## src/rtl/serdac_pkg.sv

```systemverilog
package serdac_pkg;
  localparam int RULE_SETUP = 0;
  localparam int RULE_HOLD  = 1;
  localparam int RULE_LEHI  = 2;
  localparam int RULE_LELO  = 3;
  localparam int NRULES     = 4;

  // cnt holds (span - 1); true when span falls below the minimum
  function automatic logic span_short(input int unsigned cnt, input int unsigned min_span);
    return (cnt + 1) < min_span;
  endfunction
endpackage

```

## src/rtl/serdac_sync.sv

```systemverilog
module serdac_sync #(
  parameter int N      = 3,
  parameter int STAGES = 2
) (
  input  logic         clk,
  input  logic         rst_n,
  input  logic [N-1:0] async_i,
  output logic [N-1:0] cur_o,
  output logic [N-1:0] prev_o
);
  logic [STAGES:0][N-1:0] pipe;

  always_ff @(posedge clk or negedge rst_n) begin
    if (!rst_n) pipe <= '0;
    else        pipe <= {pipe[STAGES-1:0], async_i};
  end

  assign cur_o  = pipe[STAGES-1];
  assign prev_o = pipe[STAGES];
endmodule

```

## src/rtl/serdac_shift.sv

```systemverilog
module serdac_shift #(
  parameter int W = 16
) (
  input  logic         clk,
  input  logic         rst_n,
  input  logic         shift_en,
  input  logic         din,
  input  logic         load_en,
  output logic [W-1:0] shreg_o,
  output logic [W-1:0] dac_o
);
  always_ff @(posedge clk or negedge rst_n) begin
    if (!rst_n) begin
      shreg_o <= '0;
      dac_o   <= '0;
    end else begin
      if (shift_en) shreg_o <= {shreg_o[W-2:0], din};
      if (load_en)  dac_o   <= shreg_o;
    end
  end
endmodule

```

## src/rtl/serdac_timing.sv

```systemverilog
module serdac_timing
  import serdac_pkg::*;
#(
  parameter int CW        = 4,
  parameter int SETUP_MIN = 3,
  parameter int HOLD_MIN  = 3,
  parameter int LE_HI_MIN = 4,
  parameter int LE_LO_MIN = 4
) (
  input  logic              clk,
  input  logic              rst_n,
  input  logic              bit_fall,
  input  logic              data_chg,
  input  logic              le_rise,
  input  logic              le_fall,
  output logic [NRULES-1:0] viol_o,
  output logic              err_o
);
  localparam int NCNT = 3;

  logic [NCNT-1:0] clr;
  logic [CW-1:0]   cnt [NCNT];

  assign clr[0] = data_chg;
  assign clr[1] = bit_fall;
  assign clr[2] = le_rise | le_fall;

  for (genvar g = 0; g < NCNT; g++) begin : g_cnt
    logic [CW-1:0] c_q;
    always_ff @(posedge clk or negedge rst_n) begin
      if (!rst_n)         c_q <= '1;
      else if (clr[g])    c_q <= '0;
      else if (c_q != '1) c_q <= c_q + 1'b1;
    end
    assign cnt[g] = c_q;
  end

  assign viol_o[RULE_SETUP] = bit_fall & (data_chg | span_short(32'(cnt[0]), SETUP_MIN));
  assign viol_o[RULE_HOLD]  = data_chg & ~bit_fall & span_short(32'(cnt[1]), HOLD_MIN);
  assign viol_o[RULE_LEHI]  = le_fall & span_short(32'(cnt[2]), LE_HI_MIN);
  assign viol_o[RULE_LELO]  = le_rise & span_short(32'(cnt[2]), LE_LO_MIN);

  always_ff @(posedge clk or negedge rst_n) begin
    if (!rst_n) err_o <= 1'b0;
    else        err_o <= err_o | (|viol_o);
  end
endmodule

```

## src/rtl/serdac_front.sv

```systemverilog
module serdac_front
  import serdac_pkg::*;
#(
  parameter int W         = 16,
  parameter int SYNC      = 2,
  parameter int SETUP_MIN = 3,
  parameter int HOLD_MIN  = 3,
  parameter int LE_HI_MIN = 4,
  parameter int LE_LO_MIN = 4
) (
  input  logic         clk,
  input  logic         rst_n,
  input  logic         bclk_i,
  input  logic         sdata_i,
  input  logic         load_i,
  output logic [W-1:0] code_o,
  output logic [W-1:0] obin_o,
  output logic         terr_o
);
  localparam int MAXA   = (SETUP_MIN > HOLD_MIN) ? SETUP_MIN : HOLD_MIN;
  localparam int MAXB   = (LE_HI_MIN > LE_LO_MIN) ? LE_HI_MIN : LE_LO_MIN;
  localparam int MAXMIN = (MAXA > MAXB) ? MAXA : MAXB;
  localparam int CW     = $clog2(MAXMIN + 1) + 1;
  localparam int IB = 0, ID = 1, IL = 2;

  function automatic logic [W-1:0] to_offset_bin(input logic [W-1:0] c);
    return {~c[W-1], c[W-2:0]};
  endfunction

  logic [2:0]        cur, prev;
  logic              bit_fall, data_chg, le_rise, le_fall, din;
  logic [W-1:0]      shreg;
  logic [NRULES-1:0] viol;

  serdac_sync #(.N(3), .STAGES(SYNC)) u_sync (
    .clk(clk), .rst_n(rst_n),
    .async_i({load_i, sdata_i, bclk_i}),
    .cur_o(cur), .prev_o(prev)
  );

  assign bit_fall = prev[IB] & ~cur[IB];
  assign data_chg = prev[ID] ^ cur[ID];
  assign le_rise  = ~prev[IL] & cur[IL];
  assign le_fall  = prev[IL] & ~cur[IL];
  assign din      = cur[ID];

  serdac_shift #(.W(W)) u_shift (
    .clk(clk), .rst_n(rst_n),
    .shift_en(bit_fall), .din(din), .load_en(le_fall),
    .shreg_o(shreg), .dac_o(code_o)
  );

  serdac_timing #(
    .CW(CW), .SETUP_MIN(SETUP_MIN), .HOLD_MIN(HOLD_MIN),
    .LE_HI_MIN(LE_HI_MIN), .LE_LO_MIN(LE_LO_MIN)
  ) u_timing (
    .clk(clk), .rst_n(rst_n),
    .bit_fall(bit_fall), .data_chg(data_chg),
    .le_rise(le_rise), .le_fall(le_fall),
    .viol_o(viol), .err_o(terr_o)
  );

  assign obin_o = to_offset_bin(code_o);
endmodule

```

## config.mk

```make
export PLATFORM = sky130hd
export DESIGN_NAME = serdac_front
export DESIGN_NICKNAME = d
export VERILOG_FILES = /design/src/rtl/serdac_pkg.sv /design/src/rtl/serdac_sync.sv /design/src/rtl/serdac_shift.sv /design/src/rtl/serdac_timing.sv /design/src/rtl/serdac_front.sv
export SDC_FILE = /design/constraint.sdc
export NUM_CORES = 1
export LEC_CHECK = 0
export BUFFER_PORTS_ARGS = -buffer_cell sky130_fd_sc_hd__buf_2
export CAP_MARGIN = 20
export CORE_UTILIZATION = 45
export CTS_CLUSTER_SIZE = 40
export DETAILED_ROUTE_END_ITERATION = 12
export PLACE_DENSITY = 0.66
export SLEW_MARGIN = 15
export SYNTH_ARGS = -nofsm -noshare
export SYNTH_HDL_FRONTEND = slang
export SYNTH_SLANG_ARGS = --single-unit
```

## constraint.sdc

```tcl
create_clock -name clk -period 2.44 [get_ports clk]
set_clock_uncertainty 0.1 [all_clocks]
set_input_delay 0.244 -clock clk [delete_from_list [all_inputs] [get_ports clk]]
set_output_delay 0.244 -clock clk [all_outputs]
set_load 0.02 [all_outputs]
```

Yosys cells after proc, flatten, opt, wreduce, memory -nomap -nowiden
Index checks and enable logic that the tools add are counted.
{"block": "word_totals", "reg_bits": 54, "latchBits": 0, "ramBits": 0, "romBits": 0, "input_bits": 5, "wordCells": 48, "n_memories": 0}
{"block": "classes", "addsub": 6, "n_mul": 0, "n_div": 0, "order_cmp": 3, "n_eq_ne": 3, "shifts": 0, "n_mux": 6, "bitwise": 17, "n_reduce_logical": 4}
{"cell": "$lt 32x2->1 const B", "n": 2}
{"cell": "$lt 32x3->1 const B", "n": 1}
{"cell": "$mux 4", "n": 6}
{"cell": "$add 4x1->5 const B", "n": 3}
{"cell": "$add 4x1->4 const B", "n": 3}
{"cell": "$ne 4x4->1 const B", "n": 3}
{"cell": "$and 1x1->1", "n": 8}
{"cell": "$reduce_bool 2->1", "n": 3}
{"cell": "$not 1->1", "n": 5}
{"cell": "$reduce_or 4->1", "n": 1}
{"cell": "$or 1x1->1", "n": 3}
{"cell": "$xor 1x1->1", "n": 1}

Logic depth before layout (Yosys ltp)
{"block": "depth", "word_depth": 7, "ltp_mapped": 7, "mapped_depth_nobuf": 6}

Cells and area by module
From an unflattened synthesis, not the netlist that was laid out.
{"block": "unflattened", "hier_cells": 172, "hier_area_um2": 2418.6}
{"module": "serdac_shift", "instances": 1, "cells_per_inst": 68, "area_each_um2": 1298.7}
{"module": "serdac_timing", "instances": 1, "cells_per_inst": 69, "area_each_um2": 703.2}
{"module": "serdac_sync", "instances": 1, "cells_per_inst": 15, "area_each_um2": 270.3}
{"module": "serdac_front", "instances": 1, "cells_per_inst": 20, "area_each_um2": 146.4}

Worst setup path before layout
OpenSTA, ideal clock, no wires.
{"block": "synth_timing", "path_kind": "flip-flop to flip-flop", "from": "register u_timing.g_cnt[0].c_q[0]", "to": "register u_timing.err_o", "setup_ns": 0.087, "arrival_time_ns": 1.363, "slack_ns": 0.889, "path_stages_with_launch": 6, "n_path_buf": 0, "synth_period_minus_slack_ns": 1.551, "path_cell_list": "dfstp_2 > inv_1 > ha_1 > or2_2 > o21ba_1 > o2111ai_2"}
{"block": "synth_via", "elab_chain_cells": 6}
{"item": "start, declared", "line_no": "serdac_timing.sv:29", "text": "logic [CW-1:0] c_q;"}
{"item": "start signal, assigned", "line_no": "serdac_timing.sv:33", "text": "else if (c_q != '1) c_q <= c_q + 1'b1;"}
{"item": "$add 4x1->5", "line_no": "serdac_pkg.sv:10", "text": "return (cnt + 1) < min_span;"}
{"item": "$lt 32x2->1", "line_no": "serdac_pkg.sv:10"}
{"item": "$or 1x1->1", "line_no": "serdac_timing.sv:38", "text": "assign viol_o[RULE_SETUP] = bit_fall & (data_chg | span_short(32'(cnt[0]), SETUP_MIN));"}
{"item": "$and 1x1->1", "line_no": "serdac_timing.sv:38"}
{"item": "$reduce_or 4->1", "line_no": "serdac_timing.sv:45", "text": "else err_o <= err_o | (|viol_o);"}
{"item": "$or 1x1->1", "line_no": "serdac_timing.sv:45"}
{"item": "end signal, assigned", "line_no": "serdac_timing.sv:45"}
{"item": "end, declared", "line_no": "serdac_timing.sv:17", "text": "output logic err_o"}
Every way passes these cells.
A chain may end at the register's enable or synchronous reset.

Final worst setup path
{"block": "layout_timing", "from": "register u_timing.g_cnt[0].c_q[0]", "to": "register u_timing.g_cnt[0].c_q[1]"}
{"block": "layout_via", "elab_chain_cells": 3, "elab_cells_between_ends": 5, "cone_classes": "add/sub (1); eq/ne (1); mux (2); reduce/logical (1)"}
{"item": "$add 4x1->4", "line_no": "serdac_timing.sv:33"}
{"item": "$mux 4", "line_no": "serdac_timing.sv:33"}
{"item": "$mux 4", "line_no": "serdac_timing.sv:32", "text": "else if (clr[g]) c_q <= '0;"}
Several ways; a longest one is shown, not always the timed one. The select of a mux whose other input is x is not followed.

==> flow_metrics.tcl <==
set metrics [dict create \
    hold_viol 0 \
    final_net_count 217 \
    drive_above_1_share_pct 46.1 \
    rsz0062_at_grt "false" \
    tns_ns 0 \
    syn2layout_area_growth_pct 12.8 \
    peakVddDrop_uv 618 \
    drtAntennaViolNets 0 \
    yosys.area.top_type "dfrtp_1" \
    grt_start_max_net_pins 32 \
    maxCapViolCount 0 \
    dieArea_um2 5380 \
    synth.top_cell.area_share_pct 45.9 \
    synth_fp_nets 184 \
    hold_depth 0 \
    synth_common_cells "42 x dfrtp_1, 31 x mux2_2, 17 x buf_4" \
    worstPathRequired_ns 2.53 \
    grt_pass1_vias 1414 \
    cts.sinks 54 \
    fin_crit_ns 1.62 \
    status "finished clean" \
    pin_count 38 \
    wl_per_cell_um 13.3 \
    finalCritPeriodShare_pct 66.5 \
    firstDrtPassIters 4 \
    slew_headroom_pct 65.8 \
    worst_pin_slew_ns 0.512 \
    vias_per_cell 4.95 \
    syn_area_um2 2290 \
    crit_fanout 5 \
    synth_cell_types 27 \
    die_x_um 73.4 \
    cts_max_path_buffers 2 \
    hold_class "flop to flop" \
    core_um2 4820 \
    crit_type "flop to flop" \
    post_cts_buffers 0 \
    num_antenna_cells 0 \
    ff2ff_path_depth 4 \
    yosysMostFrequentCell "dfrtp_1" \
    drtIter0Drc 74 \
    cts_root_buffer "clkbuf_8" \
    num_rows 25 \
    syn_inst 172 \
    grt_pass1_wl_mm 6.16 \
    slowest_stage "dfstp_2" \
    layout.cells.non_filler 273 \
    p_int_w 0.00179 \
    antenna_found_initial 0 \
    avgSynthCellArea_um2 13.3 \
    synth_edf_count 0 \
    io_buffers 37 \
    critical-path-max-stage-delay_ns 0.58 \
    pwr-share-clk_pct 18.0 \
    switching_share_pct 34.8 \
    final_max_slew_viol_count 0 \
    fin_area_um2 2580 \
    post-route-util_pct 53.6 \
    pwr-share-seq_pct 50.6 \
    synth_ff_type "dfrtp_1" \
    startpoint_type "flop" \
    yosys_warnings 0 \
    pwr-share-comb_pct 31.4 \
    wl_mm 3.64 \
    grt-ovfl-total 0 \
    arrival_ns 1.71 \
    dpl.cell_count 261 \
    cts_made_buffers 5 \
    ys_seq_area_share_pct 59.6 \
    place_congestion 0.782 \
    fp.dieH_um 73.4 \
    power.density_nw_per_um2 1060 \
    endpoint_kind "flop" \
    clk_latency_ns 0.29 \
    grtUsageTotal_pct 15.3 \
    vias 1351 \
    setup_viol 0 \
    htree_levels 2 \
    yosys-top-cells-area "dfrtp_1 46%, mux2_2 15%, dfstp_2 14%, buf_4 5.6%, ha_1 3.8%" \
    fmax_mhz 617 \
    async_flop_share_pct 100 \
    p_leak_nw 1.22 \
    p_switching_w 0.000957 \
    path_clk_slew_ns 0.09 \
    drc 0 \
    crit_chain "ha_1 > and2_1 > nand2_1 > a211oi_1" \
    holdWs_ns 0.255 \
    cts_tree "done" \
    initial_core_util_pct 47.6 \
    yosys_register_bits 54 \
    place_area_um2 2450 \
    hpwl_mm 2.66 \
]
-- routing by layer --
layer | track usage [%] | part of all wire, % | vias to the layer above
met5 | 0 | 0 | -
met4 | 8.97 | 2.6 | 0
met3 | 4.25 | 3.9 | 10
met2 | 25.1 | 50 | 32
met1 | 17.9 | 44 | 669
li1 | - | - | 640
-- critical path, delay by kind of cell, from the launching register on --
family	cells	cell delay, ns
flops	1	0.58
compound gates	1	0.33
simple gates	2	0.30
fa+ha+maj	1	0.21
-- stage by stage --
stage                     power [W]  worst slack, ns
final                       0.00275            0.818
after global routing        0.00292            0.719
after CTS                   0.00278            0.817
after detailed placement    0.00228            0.840
after global placement      0.00223            0.868
after floorplan             0.00209            0.889
-- power groups by stage --
stage	registers [W]	clock network (W)	logic, W
6_report	0.00139	0.000495	0.000862
5_1_grt	0.00144	0.000551	0.000931
4_1_cts	0.00139	0.000511	0.000876
3_5_place_dp	0.00141	0	0.000870
3_3_place_gp	0.00138	0	0.000850
2_1_floorplan	0.00149	0	0.000599
-- area by class of cell --
| class | instances | area (um^2) |
|---|---|---|
| inverter | 8 | 30.0 |
| tap | 67 | 83.8 |
| timing repair buffer | 45 | 255 |
| fill | 417 | 2230 |
| clock inverter | 1 | 5.00 |
| clock buffer | 7 | 86.3 |
| multi-input combinational | 91 | 757 |
| sequential | 54 | 1370 |
-- flip-flops by register name, summed over array words and instances, names as in the netlist --
signal / cells
u_sync.prev_o: 3
u_shift.shreg_o: 16
u_shift.dac_o: 16
u_sync.cur_o: 3
u_sync.pipe: 3
u_timing.err_o: 1
u_timing.g_cnt.c_q: 12
-- cells by family (layout without fill, tap and decap cells) --
group | count (synthesis) | in the layout | synth area share (%)
buf+inv | 27 | 61 | 7.32
mux | 32 | 32 | 15.7
compound gates | 14 | 14 | 4.37
simple gates | 34 | 34 | 7.32
xor+xnor | 4 | 4 | 1.86
fa+ha+maj | 7 | 7 | 3.82
flops | 54 | 54 | 59.6
-- cell usage in the layout (no fill, tap or decap), types with 2 or more instances in the layout --
cell type and instances:
a211oi_1 4, a21oi_1 3, a31oi_1 2, and2_1 2, buf_2 37, buf_4 4, clkbuf_8 6, dfrtp_1 42
dfstp_2 12, dlygate4sd3_1 4, ha_1 7, inv_1 8, mux2_2 31, nand2_1 5, nand3_1 5, nor2_1 12
nor3_1 3, nor3b_1 4, o21ai_0 2, xnor2_1 2
-- path summary, 6_finish.rpt --
check	from	endpoint	slack, ns
min in group asynchronous	rst_n	u_shift.shreg_o[14]	0.35
max	u_timing.g_cnt[0].c_q[0]	u_timing.g_cnt[0].c_q[1]	0.82
min reg2reg	u_sync.pipe[2]	u_sync.cur_o[2]	0.25
max in group asynchronous	rst_n	u_timing.g_cnt[2].c_q[3]	1.09
max reg2reg	u_timing.g_cnt[0].c_q[0]	u_timing.g_cnt[0].c_q[1]	0.82
min	u_sync.pipe[2]	u_sync.cur_o[2]	0.25
-- what timing repair did --
| action | 4_1_cts | 5_1_grt |
|---|---|---|
| hold buffers | 4 | 0 |
| endpoints found under the hold margin | 22 | 0 |
| resized for setup | 0 | 0 |
No activity file was read; power rests on OpenSTA's default activity.
